<file path="config.mk">
export PLATFORM = sky130hd
export DESIGN_NAME = ram_access_guard
export DESIGN_NICKNAME = d
export VERILOG_FILES = /design/src/rtl/ram_guard_pkg.sv /design/src/rtl/ram_guard_ctrl.sv /design/src/rtl/ram_guard_flags.sv /design/src/rtl/ram_access_guard.sv
export SDC_FILE = /design/constraint.sdc
export NUM_CORES = 1
export LEC_CHECK = 0
export CORE_MARGIN = 4
export CORE_UTILIZATION = 55
export CTS_BUF_LIST = sky130_fd_sc_hd__clkbuf_4
export CTS_CLUSTER_SIZE = 30
export DETAILED_ROUTE_END_ITERATION = 7
export DONT_BUFFER_PORTS = 1
export GPL_ROUTABILITY_DRIVEN = 0
export HOLD_SLACK_MARGIN = 0.03
export PLACE_DENSITY = 0.7
export SETUP_SLACK_MARGIN = 0.1
export SYNTH_ARGS = -nofsm -noshare
export SYNTH_HDL_FRONTEND = slang
export SYNTH_HIERARCHICAL = 1
export SYNTH_SLANG_ARGS = --single-unit
export TNS_END_PERCENT = 50
</file>
<file path="constraint.sdc">
create_clock -name clk -period 3 [get_ports clk]
set_input_delay 0.75 -clock clk [delete_from_list [all_inputs] [get_ports clk]]
set_output_delay 0.75 -clock clk [all_outputs]
set_load 0.01 [all_outputs]
</file>
<file path="src/rtl/ram_guard_pkg.sv">
package ram_guard_pkg;
  localparam int FLAG_W = 3;
  localparam int FLAG_FETCH = 0;
  localparam int FLAG_DMAWR = 1;
  localparam int FLAG_CPUWR = 2;

  typedef enum logic [1:0] {
    KIND_READ  = 2'd0,
    KIND_WRITE = 2'd1,
    KIND_FETCH = 2'd2
  } acc_kind_e;

  typedef struct packed {
    logic [FLAG_W-1:0] setOwn;
    logic [FLAG_W-1:0] setNon;
    logic [FLAG_W-1:0] clrOwn;
    logic [FLAG_W-1:0] clrNon;
  } guard_strobe_t;
endpackage

</file>
<file path="src/rtl/ram_guard_ctrl.sv">
module ram_guard_ctrl
  import ram_guard_pkg::*;
#(
  parameter int NUM_BLOCKS = 8,
  parameter int IDX_W = 3,
  parameter int REG_AW = 2,
  parameter int DATA_W = 32
) (
  input  logic                  clk,
  input  logic                  rstN,
  input  logic                  cpuValid,
  input  logic [1:0]            cpuKind,
  input  logic [IDX_W-1:0]      cpuBlock,
  input  logic                  dmaValid,
  input  logic                  dmaWrite,
  input  logic [IDX_W-1:0]      dmaBlock,
  input  logic [NUM_BLOCKS-1:0] cfgCpuWrProt,
  input  logic [NUM_BLOCKS-1:0] cfgDmaWrProt,
  input  logic [NUM_BLOCKS-1:0] cfgFetchProt,
  input  logic [NUM_BLOCKS-1:0] cfgOtherOwns,
  input  logic                  regSel,
  input  logic                  regWr,
  input  logic [REG_AW-1:0]     regAddr,
  input  logic [DATA_W-1:0]     regWdata,
  output logic                  ramCpuWe,
  output logic                  ramDmaWe,
  output logic                  fetchFault,
  output guard_strobe_t         strobes
);
  localparam logic [REG_AW-1:0] ADDR_CLR_OWN = REG_AW'(2);
  localparam logic [REG_AW-1:0] ADDR_CLR_NON = REG_AW'(3);

  logic cpuIsWr, cpuIsFetch, dmaIsWr;
  logic cpuForeign, dmaForeign;
  logic ownCpuWr, nonCpuWr, ownFetch, nonFetch, ownDmaWr, nonDmaWr;
  logic regWrEn;

  always_comb begin
    cpuIsWr    = cpuValid && (cpuKind == KIND_WRITE);
    cpuIsFetch = cpuValid && (cpuKind == KIND_FETCH);
    dmaIsWr    = dmaValid && dmaWrite;
    cpuForeign = cfgOtherOwns[cpuBlock];
    dmaForeign = cfgOtherOwns[dmaBlock];

    // foreign ownership takes precedence over this side's protect bits
    ownCpuWr = cpuIsWr && !cpuForeign && cfgCpuWrProt[cpuBlock];
    nonCpuWr = cpuIsWr && cpuForeign;
    ownFetch = cpuIsFetch && !cpuForeign && cfgFetchProt[cpuBlock];
    nonFetch = cpuIsFetch && cpuForeign;
    ownDmaWr = dmaIsWr && !dmaForeign && cfgDmaWrProt[dmaBlock];
    nonDmaWr = dmaIsWr && dmaForeign;

    ramCpuWe   = cpuIsWr && !(ownCpuWr || nonCpuWr);
    ramDmaWe   = dmaIsWr && !(ownDmaWr || nonDmaWr);
    fetchFault = ownFetch || nonFetch;

    strobes.setOwn = '0;
    strobes.setNon = '0;
    strobes.setOwn[FLAG_CPUWR] = ownCpuWr;
    strobes.setOwn[FLAG_DMAWR] = ownDmaWr;
    strobes.setOwn[FLAG_FETCH] = ownFetch;
    strobes.setNon[FLAG_CPUWR] = nonCpuWr;
    strobes.setNon[FLAG_DMAWR] = nonDmaWr;
    strobes.setNon[FLAG_FETCH] = nonFetch;

    regWrEn = regSel && regWr;
    strobes.clrOwn = (regWrEn && regAddr == ADDR_CLR_OWN) ? regWdata[FLAG_W-1:0] : '0;
    strobes.clrNon = (regWrEn && regAddr == ADDR_CLR_NON) ? regWdata[FLAG_W-1:0] : '0;
  end

  // a write that reaches the RAM never raises a write flag
  a_r3_we_no_flag: assert property (@(posedge clk) disable iff (!rstN)
    ramCpuWe |-> !strobes.setOwn[FLAG_CPUWR] && !strobes.setNon[FLAG_CPUWR]);
  // same for the DMA port
  a_r4_dma_we_no_flag: assert property (@(posedge clk) disable iff (!rstN)
    ramDmaWe |-> !strobes.setOwn[FLAG_DMAWR] && !strobes.setNon[FLAG_DMAWR]);
  // a fault or a CPU write enable only on the matching access kind
  a_r12_kind_match: assert property (@(posedge clk) disable iff (!rstN)
    (fetchFault |-> cpuValid && cpuKind == KIND_FETCH) and
    (ramCpuWe |-> cpuValid && cpuKind == KIND_WRITE));
  // a fault always logs exactly one fetch flag
  a_r5_fault_logged: assert property (@(posedge clk) disable iff (!rstN)
    fetchFault |-> $countones({strobes.setOwn[FLAG_FETCH], strobes.setNon[FLAG_FETCH]}) == 1);
endmodule

</file>
<file path="src/rtl/ram_guard_flags.sv">
module ram_guard_flags
  import ram_guard_pkg::*;
#(
  parameter int REG_AW = 2,
  parameter int DATA_W = 32
) (
  input  logic              clk,
  input  logic              rstN,
  input  guard_strobe_t     strobes,
  input  logic [REG_AW-1:0] regAddr,
  output logic [DATA_W-1:0] regRdata
);
  localparam logic [REG_AW-1:0] ADDR_OWN = REG_AW'(0);
  localparam logic [REG_AW-1:0] ADDR_NON = REG_AW'(1);

  logic [FLAG_W-1:0] ownFlags, nonFlags;

  always_ff @(posedge clk or negedge rstN) begin
    if (!rstN) begin
      ownFlags <= '0;
      nonFlags <= '0;
    end else begin
      // set has priority over clear
      ownFlags <= (ownFlags & ~strobes.clrOwn) | strobes.setOwn;
      nonFlags <= (nonFlags & ~strobes.clrNon) | strobes.setNon;
    end
  end

  always_comb begin
    regRdata = '0;
    case (regAddr)
      ADDR_OWN: regRdata[FLAG_W-1:0] = ownFlags;
      ADDR_NON: regRdata[FLAG_W-1:0] = nonFlags;
      default:  regRdata = '0;
    endcase
  end

  for (genvar b = 0; b < FLAG_W; b++) begin : g_flagChk
    // a set strobe always leaves the flag at 1
    a_r11_set_wins: assert property (@(posedge clk) disable iff (!rstN)
      strobes.setOwn[b] |=> ownFlags[b]);
    a_r11_set_wins_non: assert property (@(posedge clk) disable iff (!rstN)
      strobes.setNon[b] |=> nonFlags[b]);
    // a set flag holds until its own clear bit arrives
    a_r10_sticky: assert property (@(posedge clk) disable iff (!rstN)
      (ownFlags[b] && !strobes.clrOwn[b]) |=> ownFlags[b]);
    a_r10_sticky_non: assert property (@(posedge clk) disable iff (!rstN)
      (nonFlags[b] && !strobes.clrNon[b]) |=> nonFlags[b]);
    // flags rise only through a violation
    a_r9_rise_needs_set: assert property (@(posedge clk) disable iff (!rstN)
      (!ownFlags[b] && !strobes.setOwn[b]) |=> !ownFlags[b]);
  end
endmodule

</file>
<file path="src/rtl/ram_access_guard.sv">
module ram_access_guard
  import ram_guard_pkg::*;
#(
  parameter int NUM_BLOCKS = 8,
  parameter int REG_AW = 2,
  parameter int DATA_W = 32,
  localparam int IDX_W = (NUM_BLOCKS > 1) ? $clog2(NUM_BLOCKS) : 1
) (
  input  logic                  clk,
  input  logic                  rstN,
  input  logic                  cpuValid,
  input  logic [1:0]            cpuKind,
  input  logic [IDX_W-1:0]      cpuBlock,
  input  logic                  dmaValid,
  input  logic                  dmaWrite,
  input  logic [IDX_W-1:0]      dmaBlock,
  input  logic [NUM_BLOCKS-1:0] cfgCpuWrProt,
  input  logic [NUM_BLOCKS-1:0] cfgDmaWrProt,
  input  logic [NUM_BLOCKS-1:0] cfgFetchProt,
  input  logic [NUM_BLOCKS-1:0] cfgOtherOwns,
  output logic                  ramCpuWe,
  output logic                  ramDmaWe,
  output logic                  fetchFault,
  input  logic                  regSel,
  input  logic                  regWr,
  input  logic [REG_AW-1:0]     regAddr,
  input  logic [DATA_W-1:0]     regWdata,
  output logic [DATA_W-1:0]     regRdata
);
  guard_strobe_t strobes;

  ram_guard_ctrl #(
    .NUM_BLOCKS(NUM_BLOCKS), .IDX_W(IDX_W), .REG_AW(REG_AW), .DATA_W(DATA_W)
  ) u_ctrl (
    .clk(clk), .rstN(rstN),
    .cpuValid(cpuValid), .cpuKind(cpuKind), .cpuBlock(cpuBlock),
    .dmaValid(dmaValid), .dmaWrite(dmaWrite), .dmaBlock(dmaBlock),
    .cfgCpuWrProt(cfgCpuWrProt), .cfgDmaWrProt(cfgDmaWrProt),
    .cfgFetchProt(cfgFetchProt), .cfgOtherOwns(cfgOtherOwns),
    .regSel(regSel), .regWr(regWr), .regAddr(regAddr), .regWdata(regWdata),
    .ramCpuWe(ramCpuWe), .ramDmaWe(ramDmaWe), .fetchFault(fetchFault),
    .strobes(strobes)
  );

  ram_guard_flags #(.REG_AW(REG_AW), .DATA_W(DATA_W)) u_flags (
    .clk(clk), .rstN(rstN), .strobes(strobes),
    .regAddr(regAddr), .regRdata(regRdata)
  );
endmodule

</file>
# Word-level counts from Yosys, hierarchy flattened
# Cells that the tools add are included.
[classes]
order_cmp = 2
n_eq_ne = 5
n_mux = 13
n_bitwise = 6
reduce_logical = 25
[ops]
columns = ["cell", "n"]
rows = [
  ["logical AND 1 bit", 17],
  ["binary-select mux 1 bit (select 3 bit)", 5],
  ["< comparator 3 x 4 -> 1 bit, second input constant", 2],
  ["AND 3 bit", 2],
  ["equality test 2 bit, second input constant", 3],
  ["2-to-1 mux 3 bit", 2],
  ["NOT 3 bit", 2],
  ["bitwise OR 3 bit", 2],
  ["one-hot mux 3 bit (2 select lines)", 1],
  ["2-to-1 mux 1 bit", 5],
  ["equality test 2 x 1 -> 1 bit, second input constant", 2],
  ["zero test 1 bit", 4],
  ["logical OR 1 bit", 3],
  ["zero test 2 bit", 1],
]
[word_totals]
regBits = 6
inputBits = 81
word_cells = 53

# Longest topological paths before layout
# Gate-level depths: netlist (run 1).
[depth]
word_depth = 8
mapped_depth = 6
mapped_depth_nobuf = 4

# Cells and area by module
# The synthesis (run 1) kept the hierarchy.
[by_module_without_submodules]
columns = ["mod", "n_inst", "cells_each", "area_each_um2", "seq_area_each_um2"]
rows = [
  ["ram_guard_ctrl", 1, 47, 503.0, 0.0],
  ["ram_guard_flags", 1, 54, 480.5, 150.1],
]

# Worst setup path before layout (run 1)
# No wires, ideal clock.
[synth_path]
kind = "in2out"
from = "input port cpuBlock[0]"
to = "output port ramCpuWe"
arrival_time_ns = 1.890
required_ns = 2.250
path_slack_ns = 0.360
stages = 4
path_buffers = 1
cell_sequence = "buf_6 mux4_2 mux2_4 nor3b_2"
[synth_between]
elab_chain_len = 8
elab_cells_between_ends = 11
cone_classes = "4 x mux; 7 x reduce/logical"
[synth_lines]
columns = ["item", "line", "text"]
rows = [
  ["start: declaration", "ram_access_guard.sv:13", "input logic [IDX_W-1:0] cpuBlock,"],
  ["binary-select mux 1 bit (select 3 bit)", "ram_guard_ctrl.sv:42", "cpuForeign = cfgOtherOwns[cpuBlock];"],
  ["2-to-1 mux 1 bit (implied by the code)", "ram_guard_ctrl.sv:42", ""],
  ["zero test 1 bit", "ram_guard_ctrl.sv:46", "ownCpuWr = cpuIsWr && !cpuForeign && cfgCpuWrProt[cpuBlock];"],
  ["logical AND 1 bit (2 in a row)", "ram_guard_ctrl.sv:46", ""],
  ["logical OR 1 bit *", "ram_guard_ctrl.sv:53", "ramCpuWe = cpuIsWr && !(ownCpuWr || nonCpuWr);"],
  ["zero test 1 bit *", "ram_guard_ctrl.sv:53", ""],
  ["logical AND 1 bit *", "ram_guard_ctrl.sv:53", ""],
  ["end: declaration", "ram_access_guard.sv:21", "output logic ramCpuWe,"],
]
# Every way passes the cells marked *; elsewhere a longest branch is shown, timed or not. The select of a mux whose other input is x is not followed.

# Final worst setup path (run 1)
[layout_path]
from = "input port dmaBlock[0]"
to = "output port ramDmaWe"
[layout_between]
elab_chain_len = 8
elab_cells_between_ends = 11
cone_classes = "4 x mux; 7 x reduce/logical"
[layout_lines]
columns = ["item", "line", "text"]
rows = [
  ["start: declaration", "ram_access_guard.sv:16", "input logic [IDX_W-1:0] dmaBlock,"],
  ["binary-select mux 1 bit (select 3 bit)", "ram_guard_ctrl.sv:43", "dmaForeign = cfgOtherOwns[dmaBlock];"],
  ["2-to-1 mux 1 bit (implied by the code)", "ram_guard_ctrl.sv:43", ""],
  ["zero test 1 bit", "ram_guard_ctrl.sv:50", "ownDmaWr = dmaIsWr && !dmaForeign && cfgDmaWrProt[dmaBlock];"],
  ["logical AND 1 bit (2 in a row)", "ram_guard_ctrl.sv:50", ""],
  ["logical OR 1 bit *", "ram_guard_ctrl.sv:54", "ramDmaWe = dmaIsWr && !(ownDmaWr || nonDmaWr);"],
  ["zero test 1 bit *", "ram_guard_ctrl.sv:54", ""],
  ["logical AND 1 bit *", "ram_guard_ctrl.sv:54", ""],
  ["end: declaration", "ram_access_guard.sv:22", "output logic ramDmaWe,"],
]
# Marked as above.

==> results.json, run 1 <==
{
  "grt_overflow": 0,
  "fin_crit_sh_pct": 89.6,
  "dp.cells": 117,
  "startpoint_type": "input port",
  "port-buffer-count": 0,
  "clkLatencyLatePin_ns": 0.24,
  "cp.required_ns": 2.25,
  "setup_tns_ns": 0,
  "cp-endpoint": "ramDmaWe",
  "crit_fanout": 4,
  "postRouteAntennaNets": 0,
  "p_leak_nw": 0.417,
  "fin_skew_ns": 0,
  "nNetsFinal": 178,
  "rrSetupSlack_ns": 2.36,
  "dieWidth_um": 50.3,
  "syn_avg_cell_area_um2": 9.74,
  "fin_ws_ns": 0.312,
  "final_max_slew_viol_count": 0,
  "dr.max_layer_used": "met3",
  "drc": 0,
  "cts-hold-fix-buffers": 0,
  "grt_pass1_vias": 655,
  "mostFrequentLayoutCell": "conb_1",
  "cts_root_buf": "clkbuf_4",
  "numCtsBuffers": 3,
  "start_util_pct": 57.6,
  "num_vias": 617,
  "die_height_um": 50.3,
  "grt_pass1_wl_um": 2530,
  "max_freq_mhz": 372,
  "core-area_mm2": 0.00171,
  "pre_cts_slack_ns": 0.297,
  "worstReg2RegStart": "u_flags/nonFlags[1]",
  "ir_worst_vdd_uv": 102,
  "hold_path.class": "in2async",
  "final-hold-violation-count": 0,
  "p_per_area_mw_per_mm2": 332,
  "grt_max_degree": 8,
  "synth.distinct_cells": 23,
  "cap_violations": 0,
  "synth_area_um2": 983,
  "reg2reg_depth": 1,
  "groute.usage.overall_pct": 13.1,
  "rsz0062_at_grt": "false",
  "final_util_pct": 50.6,
  "vias_per_cell": 5.14,
  "drt_iter0_drc": 9,
  "finalSetupViolCount": 0,
  "synth_seq_cells": 6,
  "drt-total-wl_um": 1640,
  "wl_per_cell_um": 13.7,
  "postCtsSetupRepairBufs": 0,
  "synthCells": 101,
  "fp-row-count": 15,
  "cts_sinks": 6,
  "io_pins": 116,
  "stdcell_count": 120,
  "worstSetupPathType": "in2out",
  "antenna_found_initial": 0,
  "clockBufferDepth": 2,
  "period_minus_slack_ns": 2.69,
  "drtPass1Iterations": 3,
  "dr_wl_met3_um": 257,
  "status": "completed",
  "drive_gt1_share_pct": 10.5,
  "cts_resized": 0,
  "crit_arrival_ns": 1.94,
  "cts_max_level": 1,
  "place_hpwl_um": 1530,
  "clk_pin_slew_ns": 0.05,
  "diodes": 0,
  "final_cell_mix": "29 x conb_1, 9 x nor2_1, 7 x mux2i_1",
  "r2r_end": "u_flags/nonFlags[1]",
  "critPathLaunch": "dmaBlock[0]",
  "ys_warn_count": 6,
  "met2_length_um": 841,
  "dieArea_mm2": 0.00253,
  "cts_tree": "done",
  "end_kind": "output pin",
  "holdWs_ns": 0.201,
  "synth-seq-area-share_pct": 15.3,
  "drt-met1-wl_um": 542,
  "syn_to_final_growth_pct": -12.1
}
[metal layers]
metal,up-vias,GRT usage (%)
li1,286,-
met1,283,13.6
met2,48,22.2
met3,0,4.75
met4,0,8.29
met5,-,0
[stage by stage]
stage / instance area [um2] / total power [mW]
floorplan: 1090 / 0.240
global placement: 842 / 0.212
detailed placement: 842 / 0.215
CTS: 865 / 0.292
global route: 865 / 0.309
finish: 865 / 0.287
[worst min-delay path by stage]
stage	from	end	slack, ns
after floorplan	rstN	u_flags/nonFlags[0]	0.45
after global placement	rstN	u_flags/nonFlags[1]	0.45
after detailed placement	rstN	u_flags/nonFlags[1]	0.45
after CTS	rstN	u_flags/nonFlags[2]	0.19
after global routing	rstN	u_flags/nonFlags[1]	0.19
final	rstN	u_flags/nonFlags[2]	0.20
[critical path, cell delays in order]
cell and delay [ns]:
mux4_1 0.52, mux2_2 0.30, nor3b_1 0.37
[cells in the mapped netlist]
library cell  count  area [um2]
a21o_1            6        45.0
conb_1            1        3.75
nand3b_1          2        15.0
mux2_4            1        15.0
and3_1            3        18.8
a21oi_1           1        5.00
nor2_1            9        33.8
dfrtp_1           6         150
nor3b_2           1        12.5
nor3_1            3        15.0
nand3_1           2        10.0
nand2_1           2        7.51
mux4_1            6         158
inv_1             6        22.5
nand2b_1          1        6.26
nor3b_1           1        7.51
mux4_2            4        90.1
and3b_1           1        8.76
buf_4            35         263
mux2i_1           7        70.1
clkbuf_1          1        3.75
buf_6             1        11.3
mux2_2            1        11.3
[cells by family after synthesis]
logic type / Yosys count / synth area share [%]
simple gates: 25 / 13.7
buf+inv: 43 / 30.5
compound gates: 7 / 5.09
mux: 19 / 35.0
flops: 6 / 15.3
other cells: 1 / 0.381
[layout make-up]
type / count / area [um2]
clock buffers: 3 / 22.5
well taps: 25 / 31.3
inverters: 6 / 22.5
flip-flops and latches: 6 / 150
fillers: 161 / 843
multi-input cells: 80 / 638
[where the power goes]
group          internal [mW]  switching (mW)  total, mW
sequential             0.103          0.0110      0.114
combinational         0.0531          0.0469      0.100
clock                 0.0452          0.0282     0.0734
total                  0.201          0.0860      0.287
[flip-flops by register name, indices dropped and copies added (netlist names)]
name,cells
u_flags/ownFlags,3
u_flags/nonFlags,3
Note: power is estimated with default switching activity, not from simulation.
==> run 2, diff against run 1 <==
CORE_MARGIN = 5   (was 4)
PLACE_DENSITY = 0.73   (was 0.7)
clock period = 2.4 ns   (was 3 ns; I/O delays follow)
==> run 2 against run 1 <==
Compared with the run above: sequential power increased by 25%; critical path depth unchanged; non-clock buffer count unchanged.
==> results.json, run 2 (synthesis gave the netlist of run 1 again) <==
{
  "status": "completed",
  "final_cell_mix": "29 x conb_1, 9 x nor2_1, 7 x mux2i_1",
  "drive_gt1_share_pct": 11.6,
  "final-hold-violation-count": 0,
  "crit_arrival_ns": 1.68,
  "numCtsBuffers": 3,
  "drtPass1Iterations": 3,
  "diodes": 0,
  "pre_cts_slack_ns": 0.0983,
  "end_kind": "output pin",
  "antenna_found_initial": 0,
  "cts_root_buf": "clkbuf_4",
  "fillCellCount": 162,
  "fin_ws_ns": 0.123,
  "io_pins": 116,
  "worstSetupPathType": "in2out",
  "postRouteAntennaNets": 0,
  "start_util_pct": 57.6,
  "largestRegisters": "u_flags/nonFlags x3, u_flags/ownFlags x3",
  "cp.required_ns": 1.80,
  "grt_overflow": 0,
  "cap_violations": 0,
  "grt_max_degree": 8,
  "setup_tns_ns": 0,
  "fin_crit_sh_pct": 94.9,
  "rsz0062_at_grt": "false",
  "groute.usage.overall_pct": 13.1,
  "drt_iter0_drc": 1,
  "stdcell_area_um2": 882,
  "clockBufferDepth": 2,
  "crit_fanout": 4,
  "final_max_slew_viol_count": 0,
  "hold_path.class": "in2async",
  "place_hpwl_um": 1690,
  "port-buffer-count": 0,
  "cts_sinks": 6,
  "grt_pass1_vias": 651,
  "core-area_mm2": 0.00171,
  "syn_to_final_growth_pct": -10.3,
  "cts_tree": "done",
  "nNetsFinal": 178,
  "wl_per_cell_um": 15.3,
  "dp.cells": 117,
  "mostFrequentLayoutCell": "conb_1",
  "clk_pin_slew_ns": 0.04,
  "placed_cell_area_um2": 853,
  "finalSetupViolCount": 0,
  "max_freq_mhz": 439,
  "vias_per_cell": 5.21,
  "holdWs_ns": 0.0589,
  "fin_skew_ns": 0,
  "reg2reg_depth": 1,
  "cts-hold-fix-buffers": 0,
  "p_leak_nw": 0.427,
  "num_vias": 625,
  "dieWidth_um": 52.3,
  "grt_pass1_wl_um": 2650,
  "cts_max_level": 1,
  "die_height_um": 52.3,
  "period_minus_slack_ns": 2.28,
  "fp-row-count": 15,
  "ir_worst_vdd_uv": 150,
  "dieArea_mm2": 0.00273,
  "clkLatencyLatePin_ns": 0.23,
  "drt-total-wl_um": 1840,
  "drc": 0,
  "p_per_area_mw_per_mm2": 410,
  "startpoint_type": "input port",
  "stdcell_count": 120
}
-- run 2: cell types whose count changed in the layout (fill, tap and decap cells not counted) --
cell	delta
nor3b_1	-1
nor3b_2	-1
nor3b_4	+2
-- run 2: final cells by class --
class	instances	area, um2	area share [%]
inverters	6	22.5	2.55
clock buffers	3	22.5	2.55
flip-flops and latches	6	150	17.0
well taps	25	31.3	3.55
multi-input cells	80	656	74.3
-- run 2: metrics by stage --
| stage | total power, mW | util, % |
|---|---|---|
| after floorplan | 0.303 | - |
| after global placement | 0.268 | 50.0 |
| after detailed placement | 0.273 | 50.0 |
| after CTS | 0.367 | 51.6 |
| after global routing | 0.388 | 51.6 |
| final | 0.362 | 51.6 |
-- run 2: where the power goes --
part	internal, mW	leakage [nW]	switching (mW)
Sequential	0.129	0.0669	0.0142
Combinational	0.0692	0.346	0.0629
Clock	0.0562	0.0138	0.0304
-- run 2: critical path, cell delays in order --
cell and delay, ns:
mux4_1 0.51, mux2_2 0.32, nor3b_4 0.24
-- run 2: per-layer routing --
metal,part of all wire (%),vias to the layer above,track usage [%],routed length (um)
met1,30,295,12.8,559
met5,0,-,0,0
met4,0,0,7.66,0
met2,56,44,23.3,1020
li1,-,286,-,-
met3,14,0,4.84,257
-- run 2: final timing paths --
kind                                     start             endpoint  slack [ns]
max                                dmaBlock[0]             ramDmaWe        0.12
min                                       rstN  u_flags/nonFlags[1]        0.06
max reg2reg                u_flags/nonFlags[0]  u_flags/nonFlags[0]        1.75
min reg2reg                u_flags/nonFlags[1]  u_flags/nonFlags[1]        0.47
max in group asynchronous                 rstN  u_flags/ownFlags[0]        2.27
min in group clk           u_flags/nonFlags[1]  u_flags/nonFlags[1]        0.47
-- run 2: timing repair --
action,4_1_cts,5_1_grt
endpoints found under the setup margin,1,1
gates resized for setup,1,0
buffers inserted,0,0
pin swaps,0,1
endpoints found under the hold margin,0,0
==> run 3, diff against run 2 <==
==> constraint.sdc (replaced) <==
create_clock -name clk -period 2.4 [get_ports clk]
set_input_delay 0.6 -clock clk [delete_from_list [all_inputs] [get_ports clk]]
set_output_delay 0.6 -clock clk [all_outputs]
set_load 0.1 [all_outputs]
==> run 3 against run 2 <==
Compared with the run above: the run now ends with setup timing left; clock skew did not move; die area is the same; total power is 82% higher; global-route usage is 0.76 points higher; critical endpoint is now ramCpuWe.
==> results.json, run 3 (synthesis gave the netlist of run 1 again) <==
{
  "numCtsBuffers": 3,
  "crit_arrival_ns": 1.81,
  "nNetsFinal": 188,
  "violations": "setup timing",
  "rsz0062_at_grt": "true",
  "ir_worst_vdd_uv": 397,
  "sequentialPowerShare_pct": 21.6,
  "swShare_pct": 56.4,
  "p_per_area_mw_per_mm2": 651,
  "end_kind": "output pin",
  "cap_violations": 0,
  "drc": 0,
  "vias_per_cell": 5.00,
  "p_int_mw": 0.287,
  "hold_path.class": "in2async",
  "finalSetupViolCount": 1,
  "cp.required_ns": 1.80,
  "startpoint_type": "input port",
  "cts-hold-fix-buffers": 0,
  "reg2reg_depth": 1,
  "grt_pass1_wl_um": 2820,
  "fin_ws_ns": -0.00622,
  "cp_top_family": "multiplexers",
  "io_pins": 116,
  "switching_power_mw": 0.372,
  "dieArea_mm2": 0.00273,
  "max_freq_mhz": 416,
  "drt-total-wl_um": 1820,
  "fin_crit_sh_pct": 100,
  "crit_chain": "mux4_2, mux2_4, nor3b_4, buf_12",
  "clk_pin_slew_ns": 0.04,
  "clockPowerShare_pct": 13.5,
  "period_minus_slack_ns": 2.41,
  "p_leak_nw": 0.481,
  "drt_iter0_drc": 9,
  "fin_skew_ns": 0,
  "postRouteAntennaNets": 0,
  "worstSetupPathType": "in2out",
  "start_util_pct": 57.6,
  "grt_max_degree": 8,
  "drive_gt1_share_pct": 26.7,
  "grt_pass1_vias": 729,
  "largestRegisters": "u_flags/nonFlags x3, u_flags/ownFlags x3",
  "worstPathBufferInverterCount": 1,
  "r2r_end": "u_flags/nonFlags[2]",
  "status": "finished, violations left",
  "rrSetupSlack_ns": 1.76,
  "dieWidth_um": 52.3,
  "crit_fanout": 6,
  "wl_per_cell_um": 14.0,
  "groute.usage.overall_pct": 13.9,
  "mostFrequentLayoutCell": "conb_1",
  "final_cell_mix": "29 x conb_1, 7 x buf_4",
  "diodes": 0,
  "fillCellCount": 154,
  "grt_overflow": 0,
  "worstReg2RegStart": "u_flags/nonFlags[2]",
  "port-buffer-count": 0,
  "core-area_mm2": 0.00171,
  "final-hold-violation-count": 0,
  "fp-row-count": 15,
  "cts_root_buf": "clkbuf_4",
  "clockBufferDepth": 2,
  "critPathSlowestCell": "mux4_2",
  "holdWs_ns": 0.0553,
  "antenna_found_initial": 0,
  "setup_tns_ns": -0.00622,
  "syn_to_final_growth_pct": 3.05,
  "slowest_delay_ns": 0.48,
  "die_height_um": 52.3,
  "num_vias": 650,
  "cts_max_level": 1,
  "p_comb_share_pct": 64.9,
  "final_max_slew_viol_count": 0,
  "place_hpwl_um": 1740,
  "clkLatencyLatePin_ns": 0.24,
  "final_util_pct": 59.3,
  "cts_sinks": 6,
  "cts_tree": "done",
  "drtPass1Iterations": 4
}
-- run 3: cell count changes in the layout (fill, tap and decap cells not counted), sizes merged --
cell and delta:
buf +10
-- run 3: per-layer routing --
layer,vias up,track usage [%],share of wire (%)
li1,306,-,-
met3,2,4.56,15
met1,293,12.9,28
met5,-,0,0
met2,49,25.4,56
met4,0,8.94,0.88
-- run 3: timing repair --
action / CTS / global route
endpoints found under the setup margin: 2 / 3
resized for setup: 3 / 1
pin swaps: 1 / 0
setup buffers: 0 / 1
-- run 3: worst max path at each step --
| stage | startpoint | to | slack, ns | cells after the start |
|---|---|---|---|---|
| CTS | cpuBlock[0] | ramCpuWe | -0.02 | 4 |
| floorplan | cpuBlock[0] | ramCpuWe | -0.53 | 4 |
| detailed placement | dmaBlock[0] | ramDmaWe | -0.07 | 4 |
| finish | cpuBlock[0] | ramCpuWe | -0.006 | 4 |
| global placement | dmaBlock[0] | ramDmaWe | -0.06 | 4 |
| global route | cpuBlock[0] | ramCpuWe | -0.07 | 4 |
-- run 3: cell type report --
cell class	count	area (um2)	share of cell area, %
repair buffers	10	113	11.1
well taps	25	31.3	3.09
inverters	6	22.5	2.22
clock buffers	3	22.5	2.22
multi-input cells	80	674	66.5
flip-flops and latches	6	150	14.8
-- run 3: power groups by stage --
stage / combinational (mW) / clock (mW) / sequential, mW
after CTS: 0.423 / 0.0918 / 0.143
after global placement: 0.418 / 0 / 0.142
after floorplan: 0.423 / 0 / 0.140
after detailed placement: 0.421 / 0 / 0.145
after global routing: 0.444 / 0.0979 / 0.147
final: 0.428 / 0.0892 / 0.143
-- run 3: per-stage QoR --
stage / cell area, um2 / worst slack (ns) / instances / power [mW]
after floorplan: 1120 / -0.534 / 129 / 0.563
after global placement: 983 / -0.0631 / 126 / 0.560
after detailed placement: 983 / -0.0664 / 126 / 0.565
after CTS: 1000 / -0.0168 / 129 / 0.658
after global routing: 1010 / -0.0694 / 130 / 0.689
final: 1010 / -0.00622 / 130 / 0.660
